## src/rtl/irq_tree_pkg.sv

```systemverilog
`timescale 1ns/1ps
package irq_tree_pkg;

  localparam int ARB_IN   = 6;
  localparam int SEL_W    = 2;
  localparam int ROT_BASE = 16;

  typedef enum logic [2:0] {
    RA_PEND    = 3'd0,
    RA_MODE    = 3'd1,
    RA_MASK    = 3'd2,
    RA_PRIO    = 3'd3,
    RA_INSVC   = 3'd4,
    RA_OFFSET  = 3'd5,
    RA_SUBPEND = 3'd6,
    RA_SUBMASK = 3'd7
  } reg_addr_e;

  // Source bit feeding arbiter input l of group g, or -1 when tied low.
  function automatic int grp_src_index(int g, int l, int nsrc);
    int b;
    if (g == 0) b = (l >= 1 && l <= 4) ? l - 1 : -1;
    else        b = 4 + ARB_IN * (g - 1) + l;
    if (b >= nsrc) b = -1;
    return b;
  endfunction

  function automatic int grp_count(int nsrc);
    return 1 + (nsrc - 4 + ARB_IN - 1) / ARB_IN;
  endfunction

  // Returns {valid, index}: input 0 first, then 1+s.. wrapping over 1..4, input 5 last.
  function automatic logic [3:0] arb_pick(logic [ARB_IN-1:0] req, logic [SEL_W-1:0] sel);
    logic [1:0] r;
    logic [2:0] idx;
    if (req[0]) return {1'b1, 3'd0};
    for (int k = 0; k < 4; k++) begin
      r   = sel + 2'(k);
      idx = {1'b0, r} + 3'd1;
      if (req[idx]) return {1'b1, idx};
    end
    if (req[5]) return {1'b1, 3'd5};
    return 4'b0000;
  endfunction

  // Order select after servicing input idx in rotate mode.
  function automatic logic [SEL_W-1:0] sel_after(logic [SEL_W-1:0] sel, logic [2:0] idx);
    case (idx)
      3'd1:    return 2'd1;
      3'd2:    return 2'd2;
      3'd3:    return 2'd3;
      3'd4:    return 2'd0;
      default: return sel;
    endcase
  endfunction

endpackage

```

## src/rtl/irq_edge_latch.sv

```systemverilog
`timescale 1ns/1ps
module irq_edge_latch #(
  parameter int W = 32
) (
  input  logic         clk,
  input  logic         rst_n,
  input  logic [W-1:0] src_i,
  input  logic [W-1:0] lvl_set_i,
  input  logic         clr_we_i,
  input  logic [W-1:0] clr_data_i,
  output logic [W-1:0] pend_o,
  output logic [W-1:0] rise_o
);

  logic [W-1:0] src_prev;
  logic [W-1:0] clr_mask;
  logic [W-1:0] set_mask;

  assign rise_o   = src_i & ~src_prev;
  assign set_mask = rise_o | lvl_set_i;
  assign clr_mask = clr_we_i ? clr_data_i : '0;

  always_ff @(posedge clk) begin
    if (!rst_n) begin
      src_prev <= '0;
      pend_o   <= '0;
    end else begin
      src_prev <= src_i;
      pend_o   <= (pend_o & ~clr_mask) | set_mask;
    end
  end

endmodule

```

## src/rtl/irq_arb6.sv

```systemverilog
`timescale 1ns/1ps
module irq_arb6
  import irq_tree_pkg::*;
(
  input  logic              clk,
  input  logic              rst_n,
  input  logic [ARB_IN-1:0] req_i,
  input  logic              cfg_we_i,
  input  logic [SEL_W-1:0]  cfg_sel_i,
  input  logic              cfg_rot_i,
  input  logic              take_i,
  output logic [SEL_W-1:0]  sel_o,
  output logic              rot_o,
  output logic              win_valid_o,
  output logic [2:0]        win_idx_o
);

  logic [3:0] pick;

  assign pick        = arb_pick(req_i, sel_o);
  assign win_valid_o = pick[3];
  assign win_idx_o   = pick[2:0];

  always_ff @(posedge clk) begin
    if (!rst_n) begin
      sel_o <= '0;
      rot_o <= 1'b0;
    end else if (cfg_we_i) begin
      sel_o <= cfg_sel_i;
      rot_o <= cfg_rot_i;
    end else if (take_i && rot_o && win_valid_o) begin
      sel_o <= sel_after(sel_o, win_idx_o);
    end
  end

endmodule

```

## src/rtl/irq_prio_tree.sv

```systemverilog
`timescale 1ns/1ps
module irq_prio_tree
  import irq_tree_pkg::*;
#(
  parameter int NSRC = 32,
  localparam int IW   = $clog2(NSRC),
  localparam int NARB = ARB_IN + 1
) (
  input  logic                  clk,
  input  logic                  rst_n,
  input  logic [NSRC-1:0]       cand_i,
  input  logic                  load_i,
  input  logic                  cfg_we_i,
  input  logic [NARB*SEL_W-1:0] cfg_sel_i,
  input  logic [NARB-1:0]       cfg_rot_i,
  output logic [NARB*SEL_W-1:0] sel_o,
  output logic [NARB-1:0]       rot_o,
  output logic                  any_o,
  output logic [IW-1:0]         win_bit_o,
  output logic [NSRC-1:0]       win_onehot_o
);

  localparam int NGRP = grp_count(NSRC);
  localparam int TOP  = ARB_IN;

  logic [NGRP-1:0][ARB_IN-1:0] greq;
  logic [NGRP-1:0]             gvalid;
  logic [NGRP-1:0][2:0]        gidx;
  logic [ARB_IN-1:0]           treq;
  logic [2:0]                  top_idx;

  for (genvar g = 0; g < ARB_IN; g++) begin : g_grp
    if (g < NGRP) begin : g_used
      for (genvar l = 0; l < ARB_IN; l++) begin : g_in
        localparam int SI = grp_src_index(g, l, NSRC);
        if (SI >= 0) begin : g_wire
          assign greq[g][l] = cand_i[SI];
        end else begin : g_tie
          assign greq[g][l] = 1'b0;
        end
      end
      irq_arb6 u_arb (
        .clk        (clk),
        .rst_n      (rst_n),
        .req_i      (greq[g]),
        .cfg_we_i   (cfg_we_i),
        .cfg_sel_i  (cfg_sel_i[g*SEL_W +: SEL_W]),
        .cfg_rot_i  (cfg_rot_i[g]),
        .take_i     (load_i && (top_idx == 3'(g))),
        .sel_o      (sel_o[g*SEL_W +: SEL_W]),
        .rot_o      (rot_o[g]),
        .win_valid_o(gvalid[g]),
        .win_idx_o  (gidx[g])
      );
      assign treq[g] = gvalid[g];
    end else begin : g_absent
      assign sel_o[g*SEL_W +: SEL_W] = '0;
      assign rot_o[g]                = 1'b0;
      assign treq[g]                 = 1'b0;
    end
  end

  irq_arb6 u_top (
    .clk        (clk),
    .rst_n      (rst_n),
    .req_i      (treq),
    .cfg_we_i   (cfg_we_i),
    .cfg_sel_i  (cfg_sel_i[TOP*SEL_W +: SEL_W]),
    .cfg_rot_i  (cfg_rot_i[TOP]),
    .take_i     (load_i),
    .sel_o      (sel_o[TOP*SEL_W +: SEL_W]),
    .rot_o      (rot_o[TOP]),
    .win_valid_o(any_o),
    .win_idx_o  (top_idx)
  );

  always_comb begin
    int b;
    b = -1;
    for (int g = 0; g < NGRP; g++) begin
      if (top_idx == 3'(g)) b = grp_src_index(g, int'(gidx[g]), NSRC);
    end
    win_bit_o    = (b >= 0) ? IW'(b) : '0;
    win_onehot_o = any_o ? (NSRC'(1) << win_bit_o) : '0;
  end

endmodule

```

## src/rtl/irq_tree_ctrl.sv

```systemverilog
`timescale 1ns/1ps
module irq_tree_ctrl
  import irq_tree_pkg::*;
#(
  parameter int NSRC = 32,
  parameter int NSUB = 11,
  parameter int DW   = 32,
  parameter logic [NSUB*$clog2(NSRC)-1:0] SUB_PARENT =
    {5'd31, 5'd31, 5'd15, 5'd15, 5'd15, 5'd23, 5'd23, 5'd23, 5'd28, 5'd28, 5'd28}
) (
  input  logic            clk,
  input  logic            rst_n,
  input  logic [NSRC-1:0] src_in,
  input  logic [NSUB-1:0] sub_in,
  input  logic            bus_we,
  input  logic [2:0]      bus_addr,
  input  logic [DW-1:0]   bus_wdata,
  output logic [DW-1:0]   bus_rdata,
  output logic            irq_o,
  output logic            fiq_o
);

  localparam int IW   = $clog2(NSRC);
  localparam int NARB = ARB_IN + 1;

  // Named events and state, visible to the bound checker.
  logic            wr_pend, wr_mode, wr_mask, wr_prio, wr_isr, wr_sub, wr_submask;
  logic [NSRC-1:0] src_pend, src_rise, mask_q, mode_q, isr_q;
  logic [NSUB-1:0] sub_pend, sub_rise, submask_q, sub_req;
  logic [NSRC-1:0] sub_to_main, cand, irq_cand, win_onehot;
  logic [IW-1:0]   offset_q, win_bit;
  logic            tree_any, isr_load;
  logic [NARB*SEL_W-1:0] cfg_sel_wr, sel_rd;
  logic [NARB-1:0]       cfg_rot_wr, rot_rd;

  assign wr_pend    = bus_we && (bus_addr == RA_PEND);
  assign wr_mode    = bus_we && (bus_addr == RA_MODE);
  assign wr_mask    = bus_we && (bus_addr == RA_MASK);
  assign wr_prio    = bus_we && (bus_addr == RA_PRIO);
  assign wr_isr     = bus_we && (bus_addr == RA_INSVC);
  assign wr_sub     = bus_we && (bus_addr == RA_SUBPEND);
  assign wr_submask = bus_we && (bus_addr == RA_SUBMASK);

  irq_edge_latch #(.W(NSUB)) u_sub (
    .clk       (clk),
    .rst_n     (rst_n),
    .src_i     (sub_in),
    .lvl_set_i ('0),
    .clr_we_i  (wr_sub),
    .clr_data_i(bus_wdata[NSUB-1:0]),
    .pend_o    (sub_pend),
    .rise_o    (sub_rise)
  );

  assign sub_req = sub_pend & ~submask_q;

  always_comb begin
    sub_to_main = '0;
    for (int i = 0; i < NSUB; i++) begin
      if (sub_req[i]) sub_to_main[SUB_PARENT[i*IW +: IW]] = 1'b1;
    end
  end

  irq_edge_latch #(.W(NSRC)) u_main (
    .clk       (clk),
    .rst_n     (rst_n),
    .src_i     (src_in),
    .lvl_set_i (sub_to_main),
    .clr_we_i  (wr_pend),
    .clr_data_i(bus_wdata[NSRC-1:0]),
    .pend_o    (src_pend),
    .rise_o    (src_rise)
  );

  assign cand     = src_pend & ~mask_q;
  assign irq_cand = cand & ~mode_q;
  assign fiq_o    = |(cand & mode_q);

  for (genvar k = 0; k < NARB; k++) begin : g_cfg
    assign cfg_sel_wr[k*SEL_W +: SEL_W] = bus_wdata[k*SEL_W +: SEL_W];
    assign cfg_rot_wr[k]                = bus_wdata[ROT_BASE + k];
  end

  irq_prio_tree #(.NSRC(NSRC)) u_tree (
    .clk         (clk),
    .rst_n       (rst_n),
    .cand_i      (irq_cand),
    .load_i      (isr_load),
    .cfg_we_i    (wr_prio),
    .cfg_sel_i   (cfg_sel_wr),
    .cfg_rot_i   (cfg_rot_wr),
    .sel_o       (sel_rd),
    .rot_o       (rot_rd),
    .any_o       (tree_any),
    .win_bit_o   (win_bit),
    .win_onehot_o(win_onehot)
  );

  assign isr_load = (isr_q == '0) && tree_any;
  assign irq_o    = |isr_q;

  always_ff @(posedge clk) begin
    if (!rst_n) begin
      mask_q    <= '1;
      submask_q <= '1;
      mode_q    <= '0;
      isr_q     <= '0;
      offset_q  <= '0;
    end else begin
      if (wr_mask)    mask_q    <= bus_wdata[NSRC-1:0];
      if (wr_submask) submask_q <= bus_wdata[NSUB-1:0];
      if (wr_mode)    mode_q    <= bus_wdata[NSRC-1:0];
      if (isr_load) begin
        isr_q    <= win_onehot;
        offset_q <= win_bit;
      end else if (wr_isr) begin
        isr_q <= isr_q & ~bus_wdata[NSRC-1:0];
      end
    end
  end

  always_comb begin
    bus_rdata = '0;
    case (reg_addr_e'(bus_addr))
      RA_PEND:    bus_rdata[NSRC-1:0] = src_pend;
      RA_MODE:    bus_rdata[NSRC-1:0] = mode_q;
      RA_MASK:    bus_rdata[NSRC-1:0] = mask_q;
      RA_PRIO: begin
        bus_rdata[NARB*SEL_W-1:0]           = sel_rd;
        bus_rdata[ROT_BASE +: NARB]         = rot_rd;
      end
      RA_INSVC:   bus_rdata[NSRC-1:0] = isr_q;
      RA_OFFSET:  bus_rdata[IW-1:0]   = offset_q;
      RA_SUBPEND: bus_rdata[NSUB-1:0] = sub_pend;
      RA_SUBMASK: bus_rdata[NSUB-1:0] = submask_q;
      default:    bus_rdata = '0;
    endcase
  end

endmodule

```

## config.mk

```make
export PLATFORM = sky130hd
export DESIGN_NAME = irq_tree_ctrl
export DESIGN_NICKNAME = d
export VERILOG_FILES = /design/src/rtl/irq_tree_pkg.sv /design/src/rtl/irq_edge_latch.sv /design/src/rtl/irq_arb6.sv /design/src/rtl/irq_prio_tree.sv /design/src/rtl/irq_tree_ctrl.sv
export SDC_FILE = /design/constraint.sdc
export NUM_CORES = 1
export LEC_CHECK = 0
export BUFFER_PORTS_ARGS = -buffer_cell sky130_fd_sc_hd__buf_2
export CAP_MARGIN = 20
export CORE_MARGIN = 2
export CORE_UTILIZATION = 57
export CTS_CLUSTER_SIZE = 10
export DETAILED_ROUTE_END_ITERATION = 6
export GPL_TIMING_DRIVEN = 0
export PLACE_DENSITY = 0.77
export SYNTH_ARGS = -nofsm -noshare
export SYNTH_HDL_FRONTEND = slang
export SYNTH_SLANG_ARGS = --single-unit
```

## constraint.sdc

```tcl
create_clock -name clk -period 6.9 [get_ports clk]
set_input_delay 1.035 -clock clk [delete_from_list [all_inputs] [get_ports clk]]
set_output_delay 1.035 -clock clk [all_outputs]
set_load 0.02 [all_outputs]
```

# --- Word-level counts from Yosys, hierarchy flattened ---
# Cells that the tools add are included.
classes:
  eq_ne: 36
  reduce_logical: 56
  add_sub_neg: 55
  bitwise_logic: 20
  order_cmp: 37
  n_mul: 0
  shifts: 1
  div_mod_pow: 0
  n_mux: 337
op_table:
  columns: ["op", "n"]
  rows:
  - ["2-to-1 mux 32 bit", 23]
  - ["2-to-1 mux 4 bit", 86]
  - ["bitwise AND 32 bit", 6]
  - ["greater-or-equal comparator 32 x 7 -> 1 bit, second input constant", 6]
  - ["2-to-1 mux 1 bit", 171]
  - ["NOT 32 bit", 5]
  - ["< comparator 3 x 4 -> 1 bit, second input constant", 28]
  - ["adder 2 x 1 -> 3 bit, second input constant", 28]
  - ["binary-select mux 1 bit (select 3 bit)", 28]
  - ["bitwise OR 32 bit", 2]
  - ["case mux 2 bit (4 select lines)", 8]
  - ["OR reduction 32 bit", 2]
  - ["equality test 3 x 2 -> 1 bit, second input constant", 16]
  - ["case mux 6 bit (7 select lines)", 1]
  - ["case mux 5 bit (8 select lines)", 1]
  - ["equality test 3 bit, second input constant", 12]
  - ["case mux 9 bit (4 select lines)", 1]
  - ["case mux 7 bit (5 select lines)", 1]
  - ["nonzero test 5 bit", 7]
  - ["bitwise AND 11 bit", 3]
  - ["NOT 11 bit", 3]
  - ["greater-or-equal comparator 32 x 1 -> 1 bit, second input constant", 1]
  - ["logical NOT 32 bit", 1]
  - ["left shift 1 x 5 -> 32 bit, first input constant", 1]
  - ["18 further kinds", 101]
word_totals:
  latch_bits: 0
  reg_bits: 219
  mem_count: 0
  romBits: 0
  elab_cells: 565
  mem_bits_rw: 0

# --- Depth between registers and ports, before layout ---
# Gate-level depths: netlist of run 1.
logic_depth:
  ltp_word: 54
  mapped_depth: 25
  depth_no_buf: 22

# --- By module ---
# A second synthesis of run 1 with hierarchy kept.
hier_totals:
  hier_cells: 1911
  hier_area_um2: 15924.0
by_module_without_submodules:
  columns: ["module", "area_per_inst_um2", "cells_per_inst", "instances"]
  rows:
  - ["irq_tree_ctrl", 6132.1, 788, 1]
  - ["irq_arb6", 827.0, 103, 7]
  - ["irq_edge_latch (u_main)", 2342.2, 202, 1]
  - ["irq_prio_tree", 883.3, 131, 1]
  - ["irq_edge_latch (u_sub)", 777.0, 69, 1]

# --- Worst setup path before layout of run 1 ---
# No wires, ideal clock.
synth_timing:
  path_type: "register to register"
  start: "reg u_tree.g_grp[4].g_used.u_arb.sel_o[0]"
  end: "reg isr_q[3]"
  arrival_ns: 4.973
  setup_slack_ns: 1.840
  n_path_buf: 2
  required_ns: 6.814
  setup_time_ns: 0.086
  stages_incl_launch_ff: 17
  period_less_slack_ns: 5.060
  cell_sequence: "dfxtp_1 clkbuf_1 inv_1 ha_1 buf_2 mux2_1 a221o_1 nor4_2 a311oi_1 a31oi_1 o21ai_2 o41ai_4 nor3_2 a2111oi_2 a211oi_4 or3_4 o31ai_2"
synth_via:
  elab_chain_len: 41
synth_rtl:
  columns: ["element", "line", "source"]
  rows:
  - ["start: declaration", "irq_arb6.sv:12", "output logic [SEL_W-1:0] sel_o,"]
  - ["start signal: assignment", "irq_arb6.sv:29", "sel_o <= cfg_sel_i;"]
  - ["start signal: assignment", "irq_arb6.sv:32", "sel_o <= sel_after(sel_o, win_idx_o);"]
  - ["adder 2 bit / adder 2 x 1 -> 3 bit (equally long branches)", "irq_tree_pkg.sv:38, irq_tree_pkg.sv:39", null]
  - ["adder 2 x 1 -> 3 bit / binary-select mux 1 bit (select 3 bit) (equally long branches)", "irq_tree_pkg.sv:39, irq_tree_pkg.sv:40", null]
  - ["binary-select mux 1 bit (select 3 bit) / 2-to-1 mux 1 bit (equally long branches)", "irq_tree_pkg.sv:40", "if (req[idx]) return {1'b1, idx};"]
  - ["2-to-1 mux 1 bit (implied by the code) / 2-to-1 mux 4 bit (equally long branches)", "irq_tree_pkg.sv:40", null]
  - ["2-to-1 mux 1 bit / 2-to-1 mux 4 bit (equally long branches)", "irq_tree_pkg.sv:40, irq_tree_pkg.sv:37", null]
  - ["2-to-1 mux 1 bit / 2-to-1 mux 4 bit (equally long branches) (3 in series)", "irq_tree_pkg.sv:37, irq_tree_pkg.sv:40", null]
  - ["2-to-1 mux 4 bit (3 in series)", "irq_tree_pkg.sv:37", "for (int k = 0; k < 4; k++) begin"]
  - ["2-to-1 mux 4 bit", "irq_tree_pkg.sv:42", "if (req[5]) return {1'b1, 3'd5};"]
  - ["(+16 left out)", null, null]
  - ["2-to-1 mux 4 bit", "irq_tree_pkg.sv:37", null]
  - ["logical NOT 3 bit", "irq_prio_tree.sv:81", "if (top_idx == 3'(g)) b = grp_src_index(g, int'(gidx[g]), NSRC);"]
  - ["2-to-1 mux 32 bit (6 in series)", "irq_prio_tree.sv:81", null]
  - ["greater-or-equal comparator 32 x 1 -> 1 bit", "irq_prio_tree.sv:83", "win_bit_o = (b >= 0) ? IW'(b) : '0;"]
  - ["2-to-1 mux 5 bit", "irq_prio_tree.sv:83", null]
  - ["left shift 1 x 5 -> 32 bit", "irq_prio_tree.sv:84", "win_onehot_o = any_o ? (NSRC'(1) << win_bit_o) : '0;"]
  - ["2-to-1 mux 32 bit", "irq_prio_tree.sv:84", null]
  - ["2-to-1 mux 32 bit", "irq_tree_ctrl.sv:113", "if (isr_load) begin"]
  - ["end signal: assignment", "irq_tree_ctrl.sv:114", "isr_q <= win_onehot;"]
  - ["end signal: assignment", "irq_tree_ctrl.sv:117", "isr_q <= isr_q & ~bus_wdata[NSRC-1:0];"]
  - ["end: declaration", "irq_tree_ctrl.sv:28", "logic [NSRC-1:0] src_pend, src_rise, mask_q, mode_q, isr_q;"]
# Mark *: on every way between the ends. The rest lies on a longest branch, timed or not. The select of a mux whose other input is x is not followed.
# A chain may end at the register's enable or synchronous reset.

# --- Worst setup path in the final report of run 1 ---
layout_timing:
  start: "reg u_tree.g_grp[0].g_used.u_arb.sel_o[0]"
  end: "reg isr_q[5]"
layout_via:
  elab_chain_len: 38
layout_rtl:
  columns: ["element", "line", "source"]
  rows:
  - ["start: declaration", "irq_arb6.sv:12", null]
  - ["start signal: assignment", "irq_arb6.sv:29", null]
  - ["start signal: assignment", "irq_arb6.sv:32", null]
  - ["adder 2 x 1 -> 2 bit / adder 2 bit (equally long branches)", "irq_tree_pkg.sv:38", "r = sel + 2'(k);"]
  - ["adder 2 x 1 -> 3 bit", "irq_tree_pkg.sv:39", "idx = {1'b0, r} + 3'd1;"]
  - ["binary-select mux 1 bit (select 3 bit)", "irq_tree_pkg.sv:40", null]
  - ["2-to-1 mux 1 bit (implied by the code)", "irq_tree_pkg.sv:40", null]
  - ["2-to-1 mux 4 bit / 2-to-1 mux 1 bit (equally long branches)", "irq_tree_pkg.sv:40", null]
  - ["2-to-1 mux 4 bit / 2-to-1 mux 1 bit (equally long branches) (2 in series)", "irq_tree_pkg.sv:40, irq_tree_pkg.sv:37", null]
  - ["2-to-1 mux 4 bit (3 in series)", "irq_tree_pkg.sv:37", null]
  - ["2-to-1 mux 4 bit", "irq_tree_pkg.sv:43", "return 4'b0000;"]
  - ["(+14 left out)", null, null]
  - ["2-to-1 mux 4 bit", "irq_tree_pkg.sv:37", null]
  - ["logical NOT 3 bit", "irq_prio_tree.sv:81", null]
  - ["2-to-1 mux 32 bit (6 in series)", "irq_prio_tree.sv:81", null]
  - ["greater-or-equal comparator 32 x 1 -> 1 bit", "irq_prio_tree.sv:83", null]
  - ["2-to-1 mux 5 bit", "irq_prio_tree.sv:83", null]
  - ["left shift 1 x 5 -> 32 bit", "irq_prio_tree.sv:84", null]
  - ["2-to-1 mux 32 bit", "irq_prio_tree.sv:84", null]
  - ["2-to-1 mux 32 bit", "irq_tree_ctrl.sv:113", null]
# Marks and branches as above.

==> results of run 1 <==
## sequential cells by signal, indices dropped and copies added (netlist names)
| signal | cells |
|---|---|
| mask_q | 32 |
| u_sub.pend_o | 11 |
| offset_q | 5 |
| u_tree.u_top.rot_o | 1 |
| isr_q | 32 |
| u_main.src_prev | 32 |
| u_tree.u_top.sel_o | 2 |
| mode_q | 32 |
| u_sub.src_prev | 11 |
| u_tree.g_grp.g_used.u_arb.sel_o | 12 |
| u_main.pend_o | 32 |
| submask_q | 11 |
| u_tree.g_grp.g_used.u_arb.rot_o | 6 |
## through the flow
step                      instance area (um^2)  util (%)
after global placement                   14800      61.6
after detailed placement                 14800      61.6
after global routing                     15600      64.9
after floorplan                          13900         -
final                                    15600      64.9
after CTS                                15600      64.7
## cells in the mapped netlist, drive strengths merged (10+ instances only)
library cell,instances,area [um^2]
nand2,323,1210
dfxtp,219,4380
nor2,160,601
a21oi,134,671
nand3,89,445
clkbuf,80,300
o21ai,78,398
nor2b,55,344
inv,52,195
and2,49,307
mux2i,48,480
ha,37,463
a211oi,31,250
nand3b,31,233
o22ai,28,175
nor3b,26,200
o31ai,26,215
nor4,22,144
nor3,20,110
buf,19,82.6
or3b,19,166
nand2b,18,113
a22oi,15,113
nand4,14,87.6
o211ai,14,105
a32oi,13,114
nor4bb,13,130
mux4,12,270
nor4b,12,111
or2,10,62.6
## layout by cell type (no fill, tap or decap), types with 48 or more instances in the layout
cell type / netlist / final
nand2_1: 323 / 323
dfxtp_1: 219 / 219
nor2_1: 160 / 160
a21oi_1: 134 / 134
buf_2: 9 / 122
nand3_1: 89 / 89
clkbuf_1: 80 / 79
o21ai_0: 74 / 73
nor2b_1: 55 / 55
inv_1: 51 / 51
and2_1: 49 / 49
mux2i_1: 48 / 48
## final timing paths
kind	slack [ns]	endpoint	start	cells after the start
worst max register to register	0.24	isr_q[5]$_SDFFE_PN0P_	u_tree.g_grp[0].g_used.u_arb.sel_o[0]$_SDFFE_PN0P_	19
worst min register to register	0.49	isr_q[24]$_SDFFE_PN0P_	isr_q[24]$_SDFFE_PN0P_	2
worst min-delay path	0.49	isr_q[24]$_SDFFE_PN0P_	isr_q[24]$_SDFFE_PN0P_	2
worst max-delay path	0.24	isr_q[5]$_SDFFE_PN0P_	u_tree.g_grp[0].g_used.u_arb.sel_o[0]$_SDFFE_PN0P_	19
## routing by layer
layer / up-vias / global-route usage (%)
li1: 6865 / -
met1: 7209 / 57.8
met2: 1106 / 65.4
met3: 224 / 9.77
met4: 2 / 22.2
met5: - / 0
## worst max-delay path, stage by stage, from the launching register on
cell,delay (ns)
dfxtp_1,0.38
clkbuf_1,0.30
inv_1,0.18
ha_1,0.31
clkbuf_1,0.28
nor4b_1,0.13
o211a_1,0.29
a2111oi_0,0.42
nor4bb_2,0.61
clkbuf_1,0.45
a32oi_1,0.23
a31oi_1,0.40
o211ai_1,0.21
a211oi_2,0.48
a21oi_1,0.18
nor4_2,0.52
or3_1,0.34
nand2b_1,0.14
clkbuf_1,0.48
o31ai_1,0.18
## power breakdown
group | leakage (nW) | switching, mW | internal [mW]
Combinational | 3.93 | 0.763 | 0.323
Clock | 0.370 | 0.521 | 0.756
Sequential | 1.80 | 0.0787 | 1.34
## area by class of cell
| cell class | instances | area (um^2) | share of cell area [%] |
|---|---|---|---|
| Inverter | 56 | 210 | 1.34 |
| Clock buffer | 31 | 721 | 4.61 |
| Timing Repair Buffer | 114 | 573 | 3.66 |
| Sequential cell | 219 | 4380 | 28.0 |
| Multi-Input combinational cell | 1451 | 8930 | 57.1 |
| Buffer | 99 | 385 | 2.46 |
| Clock inverter | 1 | 30.0 | 0.192 |
| Tap cell | 324 | 405 | 2.59 |
## cells by family after synthesis
| logic type | share of synthesized area, % |
|---|---|
| compound gates | 22.4 |
| xor+xnor | 0.126 |
| fa+ha+maj | 3.34 |
| buf+inv | 4.27 |
| flops | 31.6 |
| mux | 6.09 |
| simple gates | 32.1 |
## repair_timing
action	in CTS	in global routing
resized for setup	1	10
setup buffers	0	0
setup endpoints to repair	4	33
==> flow_metrics.py, run 1 <==
metrics = {
    "clock_network": {
        "cts_root_buf": "clkbuf_16",
        "clock_path_buffers": 3,
        "clock-sinks": 219,
        "insertion_delay_ns": 0.54,
        "htree_levels": 1,
        "tritoncts": "done",
        "numCtsBuffers": 26,
        "cts_hold_buf": 0,
        "clkTransAtPathRegs_ns": 0.06,
    },
    "worst_setup_path": {
        "start_kind": "flop",
        "crit_fanout": 8,
        "cp-end-kind": "flop",
        "cp_data_required_time_ns": 7.29,
        "arrival_ns": 7.05,
        "setup.worst_path.class": "flop to flop",
    },
    "synthesis": {
        "syn_nets": 1943,
        "yosysWarnings": 0,
        "synthCells": 1825,
        "syn_area_um2": 13900,
        "synth_seq_cells": 219,
        "syn_area_per_cell_um2": 7.60,
        "synthFlopType": "dfxtp_1",
        "seq_area_frac_synth_pct": 31.6,
        "synth_edf_count": 0,
        "ys_async_sr_fraction_pct": 0,
        "netlist-cell-type-count": 90,
    },
    "sta": {
        "layout_setup_ws_ns": 0.245,
        "fin_crit_sh_pct": 96.5,
        "fmaxAchievable_ghz": 0.150,
        "setup_violations": 0,
        "tightest_slew_ns": 1.14,
        "skew_ns": 0.0127,
        "tns_ns": 0,
        "finalMaxSlewViolations": 0,
        "hold_viol": 0,
        "hold_ws_ns": 0.490,
        "relSlewSlack_pct": 23.7,
        "fin_crit_ns": 6.66,
    },
    "pwr": {
        "p_leak_nw": 6.10,
        "power_density_nw_per_um2": 242,
        "power_mw": 3.78,
        "peakVddDrop_mv": 0.211,
    },
    "finish": {
        "layout.cells.non_filler": 2295,
        "layout-drive-gt1-share_pct": 12.1,
        "syn_to_final_growth_pct": 12.8,
        "final_nets": 2085,
        "nFillCells": 2226,
        "n_antenna_cell": 0,
    },
    "global_route": {
        "overflow": 0,
        "grt_start_max_net_pins": 13,
        "grt_pass1_wl_um": 85000,
        "grt_pass1_vias": 14100,
        "antenna_found_initial": 1,
        "globalRouteTotalUtil_pct": 43.2,
    },
    "place": {
        "place_congestion": 1.03,
        "post-place-cells": 2262,
        "place_ws_ns": 0.0269,
        "portBuffers": 113,
        "dp_hpwl_um": 42800,
    },
    "route": {
        "vias": 15400,
        "top_layer": "met5",
        "wl_met2_um": 24000,
        "dr_wl_met3_um": 7670,
        "drtIter0Drc": 2204,
        "post-route-drc-count": 5,
        "via_per_inst": 6.71,
        "ant_nets": 0,
        "drt-pass1-iter-count": 7,
        "wl_um": 57100,
        "wl_per_cell_um": 24.9,
        "drt-met1-wl_um": 22000,
    },
    "die": {
        "placeableCoreArea_um2": 24100,
        "start_util_pct": 57.6,
        "dieArea_um2": 25600,
        "fp-row-count": 57,
        "die_height_um": 160,
        "ios": 115,
        "die_w_um": 160,
    },
    "status": {
        "violations": "DRC",
        "status": "complete, but fails checks",
    },
    "worst_hold_path": {
        "hold_class": "flop to flop",
    },
    "run": {
        "drv_cap": 0,
    },
}
Power figures use the tool's default switching activity.
==> run 2, diff against run 1 <==
--- a/config.mk
+++ b/config.mk
@@ -5,6 +5,7 @@
 export SDC_FILE = /design/constraint.sdc
 export NUM_CORES = 1
 export LEC_CHECK = 0
+export ABC_AREA = 1
 export BUFFER_PORTS_ARGS = -buffer_cell sky130_fd_sc_hd__buf_2
 export CAP_MARGIN = 20
 export CORE_MARGIN = 2
@@ -16,3 +17,4 @@
 export SYNTH_ARGS = -nofsm -noshare
 export SYNTH_HDL_FRONTEND = slang
 export SYNTH_SLANG_ARGS = --single-unit
+export TNS_END_PERCENT = 10
==> run 2 against run 1 <==
The run now ends clean. Fmax up 28%. Via count shrank 8.1%. Sequential share of layout area is 2.2 points higher. Synthesized cell count hardly changed. Count of clock-buffer cells in the layout up 4. Worst hold slack got worse by 0.068 ns. First-iteration DRC count down 17%. Design area down 7.3%. Critical path depth up 5. Global-route usage shrank 3.0 points.
==> flow_metrics.py, run 2 <==
metrics = {
    "status": {
        "status": "finished, final reports clean",
    },
    "synthesis": {
        "ys_async_sr_fraction_pct": 0,
        "synth.area.top_cells": "dfxtp_1 (34%), nand2_1 (9.9%), inv_1 (7.0%), o21ai_0 (7.0%), a21oi_1 (6.0%)",
        "synth_edf_count": 0,
        "synth_top_cell_by_area": "dfxtp_1",
        "yosysWarnings": 0,
        "seq_area_frac_synth_pct": 34.2,
        "synthCells": 1826,
        "synthFlopType": "dfxtp_1",
        "syn_area_per_cell_um2": 7.03,
        "netlist-cell-type-count": 63,
        "yosys.area.top_type_share_pct": 34.2,
        "yosysMostFrequentCell": "nand2_1",
        "syn_nets": 1944,
        "synth_common_cells": "nand2_1 (337), inv_1 (241), dfxtp_1 (219)",
        "syn_area_um2": 12800,
        "synth_seq_cells": 219,
    },
    "clock_network": {
        "cts_root_buf": "clkbuf_16",
        "clkTransAtPathRegs_ns": 0.06,
        "clock-sinks": 219,
        "cts_hold_buf": 0,
        "tritoncts": "done",
        "post_cts_resized": 0,
        "numCtsBuffers": 26,
        "clock_path_buffers": 3,
        "insertion_delay_ns": 0.53,
        "post_cts_buffers": 0,
        "htree_levels": 1,
    },
    "finish": {
        "n_antenna_cell": 0,
        "nFillCells": 2058,
        "layout-drive-gt1-share_pct": 12.8,
        "mostFrequentLayoutCells": "nand2_1 (337), inv_1 (241), dfxtp_1 (219), o21ai_0 (180), a21oi_1 (154)",
        "utilization_pct": 66.0,
        "final_nets": 2087,
        "syn_to_final_growth_pct": 13.0,
        "layout_commonest_cell": "nand2_1",
    },
    "route": {
        "post-route-drc-count": 0,
        "drt-pass1-iter-count": 6,
        "wl_per_cell_um": 21.7,
        "via_per_inst": 6.28,
        "ant_nets": 0,
        "drtIter0Drc": 1839,
        "vias": 14200,
        "wl_um": 48900,
    },
    "place": {
        "place_ws_ns": 1.81,
        "dp_hpwl_um": 37600,
        "portBuffers": 114,
        "place_congestion": 1.04,
    },
    "pwr": {
        "power_density_nw_per_um2": 335,
        "peakVddDrop_mv": 0.232,
        "p_leak_nw": 6.75,
    },
    "worst_setup_path": {
        "start_kind": "flop",
        "cp-end-kind": "flop",
        "crit_fanout": 10,
        "startpoint": "u_tree.g_grp[0].g_used.u_arb.sel_o[0]$_SDFFE_PN0P_",
        "setup.worst_path.class": "flop to flop",
        "cp_data_required_time_ns": 7.36,
        "arrival_ns": 5.64,
        "r2r_start": "u_tree.g_grp[0].g_used.u_arb.sel_o[0]$_SDFFE_PN0P_",
    },
    "sta": {
        "hold_viol": 0,
        "rsz0062_at_grt": "false",
        "fin_crit_ns": 5.18,
        "tightest_slew_ns": 1.12,
        "fin_crit_sh_pct": 75.1,
        "setup_violations": 0,
        "tns_ns": 0,
        "skew_ns": 0.0110,
        "fmaxAchievable_ghz": 0.193,
        "layout_setup_ws_ns": 1.72,
        "finalMaxSlewViolations": 0,
        "relSlewSlack_pct": 25.0,
    },
    "worst_hold_path": {
        "holdCritStartpoint": "u_main.src_prev[13]$_SDFF_PN0_",
        "hold_class": "flop to flop",
    },
    "die": {
        "die_w_um": 154,
        "ios": 115,
        "dieArea_um2": 23700,
        "fp-row-count": 54,
        "die_height_um": 154,
        "placeableCoreArea_um2": 22000,
        "start_util_pct": 58.4,
    },
    "global_route": {
        "grt_pass1_wl_um": 73700,
        "antenna_found_initial": 0,
        "globalRouteTotalUtil_pct": 40.1,
        "grt_pass1_vias": 13000,
        "grt_start_max_net_pins": 13,
        "overflow": 0,
    },
    "run": {
        "drv_cap": 0,
    },
}
run 2: cell count changes in the layout (fill, tap and decap cells not counted), moves of 34 or more:
cell	previous run	this run
nand3_1	89	135
and2_1	49	0
nand4_1	14	53
mux2i_1	48	2
nor2_1	160	61
o211ai_1	14	48
nor2b_1	55	0
o21ai_0	73	180
inv_1	51	241
run 2: through the flow:
| step | hold slack, ns | total power [mW] | cells | cell area (um^2) |
|---|---|---|---|---|
| final | 0.422 | 4.86 | 2256 | 14500 |
| after global routing | 0.425 | 5.03 | 2256 | 14500 |
| after CTS | 0.416 | 4.77 | 2256 | 14500 |
| after detailed placement | 0.413 | 3.55 | 2221 | 13800 |
| after global placement | 0.410 | 3.52 | 2220 | 13800 |
| after floorplan | 0.408 | 2.95 | 1826 | 12800 |
run 2: cell families after synthesis:
logic type      Yosys count  synth area share [%]
mux                       2                 0.156
fa+ha+maj                37                  3.61
buf+inv                 338                  10.4
simple gates            698                  26.7
xor+xnor                 12                  1.17
compound gates          520                  23.8
flops                   219                  34.2
run 2: power breakdown:
part	switching [mW]	internal [mW]	leakage, nW	total [mW]
combinational	1.48	0.603	4.59	2.09
clock	0.517	0.727	0.360	1.24
sequential	0.122	1.40	1.80	1.53
total	2.12	2.73	6.75	4.86
run 2: cell type report:
cell class	count	area, um^2	share of cell area [%]
plain buffers	77	350	2.42
clock buffers	35	736	5.07
inverters	261	987	6.81
multi-input cells	1269	7110	49.0
flip-flops and latches	219	4380	30.2
well taps	280	350	2.42
repair buffers	115	582	4.01
run 2: critical path, stage by stage, from the launching register on:
cell,delay (ns)
dfxtp_1,0.36
buf_4,0.20
inv_2,0.09
ha_1,0.40
nor2_1,0.18
nor2_2,0.08
inv_1,0.05
o21ai_0,0.12
a21oi_1,0.21
inv_1,0.08
a21oi_1,0.17
xor2_1,0.17
a21oi_1,0.08
nor3_1,0.43
inv_1,0.17
ha_1,0.25
ha_1,0.18
o21ai_0,0.37
nand2_1,0.17
nand4_2,0.22
o21ai_2,0.11
nand3b_2,0.35
nor2_4,0.32
nand4_1,0.17
a21oi_1,0.16
run 2: worst paths after layout:
check             slack [ns]                           end  depth (start not counted)
hold / removal          0.42  u_main.pend_o[13]$_SDFF_PN0_                          1
hold reg to reg         0.42  u_main.pend_o[13]$_SDFF_PN0_                          1
setup reg to reg        1.72        isr_q[23]$_SDFFE_PN0P_                         24
setup / recovery        1.72        isr_q[23]$_SDFFE_PN0P_                         24
run 2: metal layers:
metal	track usage, %	share of wire, %
met3	8.37	12
met5	0	0
met2	61.7	43
met4	20.0	5.8
met1	53.7	39
==> run 3, diff against run 2 <==
--- a/config.mk
+++ b/config.mk
@@ -5,7 +5,7 @@
 export SDC_FILE = /design/constraint.sdc
 export NUM_CORES = 1
 export LEC_CHECK = 0
-export ABC_AREA = 1
+export ABC_AREA = 0
 export BUFFER_PORTS_ARGS = -buffer_cell sky130_fd_sc_hd__buf_2
 export CAP_MARGIN = 20
 export CORE_MARGIN = 2
==> constraint.sdc (replaced) <==
create_clock -name clk -period 5.35 [get_ports clk]
set_input_delay 0.8025 -clock clk [delete_from_list [all_inputs] [get_ports clk]]
set_output_delay 0.8025 -clock clk [all_outputs]
set_load 0.02 [all_outputs]
==> run 3 against run 2 <==
The run now ends with DRC left. Global-route usage is 3.5 points higher. Count of clock-buffer cells in the layout shrank 4. Via count rose by 11%. Sequential share of layout area shrank 3.3 points. Critical endpoint is now isr_q[6]$_SDFFE_PN0P_. Highest routed layer unchanged. Core utilization rose by 1.8 points. Worst hold slack improved by 0.056 ns.
==> flow_metrics.py, run 3 (synthesis gave the netlist of run 1 again) <==
metrics = {
    "status": {
        "status": "complete, but fails checks",
        "violations": "DRC",
    },
    "global_route": {
        "antenna_found_initial": 0,
        "overflow": 0,
        "grt_pass1_wl_um": 86100,
        "globalRouteTotalUtil_pct": 43.6,
        "grt_start_max_net_pins": 13,
        "grt_pass1_vias": 14400,
    },
    "place": {
        "place_ws_ns": -1.52,
        "portBuffers": 113,
        "post-place-cells": 2262,
        "place_area_um2": 14800,
        "place_congestion": 1.03,
        "dp_hpwl_um": 42800,
    },
    "route": {
        "via_per_inst": 6.77,
        "drt-pass1-iter-count": 7,
        "ant_nets": 0,
        "wl_per_cell_um": 25.1,
        "post-route-drc-count": 2,
        "wl_um": 58100,
        "drtIter0Drc": 2414,
        "vias": 15700,
    },
    "sta": {
        "fin_crit_sh_pct": 98.8,
        "tightest_slew_ns": 1.17,
        "tns_ns": 0,
        "skew_ns": 0.0157,
        "layout_setup_ws_ns": 0.0619,
        "fin_crit_ns": 5.29,
        "relSlewSlack_pct": 21.2,
        "finalMaxSlewViolations": 0,
        "setup_violations": 0,
        "rsz0062_at_grt": "true",
        "hold_viol": 0,
        "fmaxAchievable_ghz": 0.189,
    },
    "die": {
        "fp-row-count": 57,
        "dieArea_um2": 25600,
        "placeableCoreArea_um2": 24100,
        "start_util_pct": 57.6,
        "ios": 115,
        "die_w_um": 160,
        "die_height_um": 160,
    },
    "worst_setup_path": {
        "setup.worst_path.class": "flop to flop",
        "arrival_ns": 5.73,
        "crit_fanout": 11,
        "worst-path-buf-inv": 5,
        "start_kind": "flop",
        "critical_path.top_delay_family": "simple AND/OR/NAND/NOR gates",
        "worstPathCellList": "buf_8 -> clkinvlp_4 -> ha_4 -> buf_4 -> nor4b_1 -> o21ai_0 -> nand3_1 -> nor4_4 -> buf_4 -> nor4_1 -> inv_1 -> ha_1 -> a41o_1 -> nor4_4 -> nand2b_2 -> o31ai_1",
        "critPathMaxStageDelay_ns": 0.97,
        "critPathSlowestCell": "nor4_1",
        "cp-end-kind": "flop",
        "cp_data_required_time_ns": 5.79,
    },
    "clock_network": {
        "clkTransAtPathRegs_ns": 0.06,
        "tritoncts": "done",
        "cts_root_buf": "clkbuf_16",
        "clock-sinks": 219,
        "numCtsBuffers": 26,
        "insertion_delay_ns": 0.53,
        "clock_path_buffers": 3,
        "htree_levels": 1,
    },
    "run": {
        "drv_cap": 0,
    },
    "pwr": {
        "power_density_nw_per_um2": 310,
        "peakVddDrop_mv": 0.272,
        "p_leak_nw": 6.33,
    },
    "finish": {
        "layout_commonest_cell": "nand2_1",
        "mostFrequentLayoutCells": "nand2_1 (321), dfxtp_1 (212), nor2_1 (159), a21oi_1 (133), buf_2 (120)",
        "fin_area_um2": 16400,
        "layout.cells.non_filler": 2318,
        "utilization_pct": 67.8,
        "layout-drive-gt1-share_pct": 16.6,
        "syn_to_final_growth_pct": 17.9,
        "nFillCells": 2137,
        "final_nets": 2107,
    },
    "worst_hold_path": {
        "hold_class": "primary input to flop",
    },
}
==> run 3: cell types whose count changed in the layout (fill, tap and decap cells not counted), moves of 21 or more <==
cell      before  now
inv_1        241   49
nand3_1      135   87
and2_1         0   49
a211oi_1       1   23
o211ai_1      48   14
o21ai_0      180   71
nor2b_1        0   55
nor3b_1        1   24
buf_4          5   26
nor2_1        61  159
nand4_1       53   14
a21oi_1      154  133
o22ai_1       56   28
mux2i_1        2   46
==> run 3: final timing paths <==
check	startpoint	to	slack, ns	cells past startpoint
worst min-delay path	sub_in[6]	u_sub.src_prev[6]$_SDFF_PN0_	0.48	2
worst max-delay path	u_tree.g_grp[4].g_used.u_arb.sel_o[0]$_SDFFE_PN0P_	isr_q[6]$_SDFFE_PN0P_	0.06	16
worst min register to register	isr_q[24]$_SDFFE_PN0P_	isr_q[24]$_SDFFE_PN0P_	0.49	2
worst max register to register	u_tree.g_grp[4].g_used.u_arb.sel_o[0]$_SDFFE_PN0P_	isr_q[6]$_SDFFE_PN0P_	0.06	16
==> run 3: per-layer routing <==
metal	track usage, %	vias up	part of all wire, %
met5	0	-	0
met4	24.2	0	6.5
met3	9.84	245	13
met2	65.7	1209	42
met1	58.0	7307	39
li1	-	6929	-
==> run 3: report_power, final <==
group	internal [mW]	switching, mW	leakage [nW]
sequential	1.72	0.102	1.80
combinational	0.522	1.07	4.16
clock	0.976	0.674	0.370
total	3.22	1.85	6.33
==> run 3: area by class of cell <==
type / count / area [um^2] / area share (%)
Timing Repair Buffer: 140 / 785 / 4.80
Multi-Input combinational cell: 1451 / 9390 / 57.4
Sequential cell: 219 / 4400 / 26.9
Antenna cell: 1 / 2.50 / 0.0153
Clock buffer: 31 / 721 / 4.41
Clock inverter: 1 / 30.0 / 0.184
Inverter: 56 / 220 / 1.35
Buffer: 95 / 397 / 2.43
Tap cell: 324 / 405 / 2.48
==> run 3: through the flow <==
| step | hold WS, ns | total power [mW] |
|---|---|---|
| global route | 0.491 | 5.18 |
| global placement | 0.468 | 3.15 |
| finish | 0.478 | 5.07 |
| detailed placement | 0.473 | 3.16 |
| floorplan | 0.436 | 2.66 |
| CTS | 0.481 | 4.86 |
==> run 3: what timing repair did <==
| item | CTS | global route |
|---|---|---|
| setup buffers | 17 | 10 |
| pin swaps | 9 | 13 |
| gates cloned | 0 | 0 |
| gates resized for setup | 60 | 59 |
| endpoints found under the setup margin | 50 | 42 |
| hold buffers | 0 | 0 |
| hold endpoints to repair | 0 | 0 |
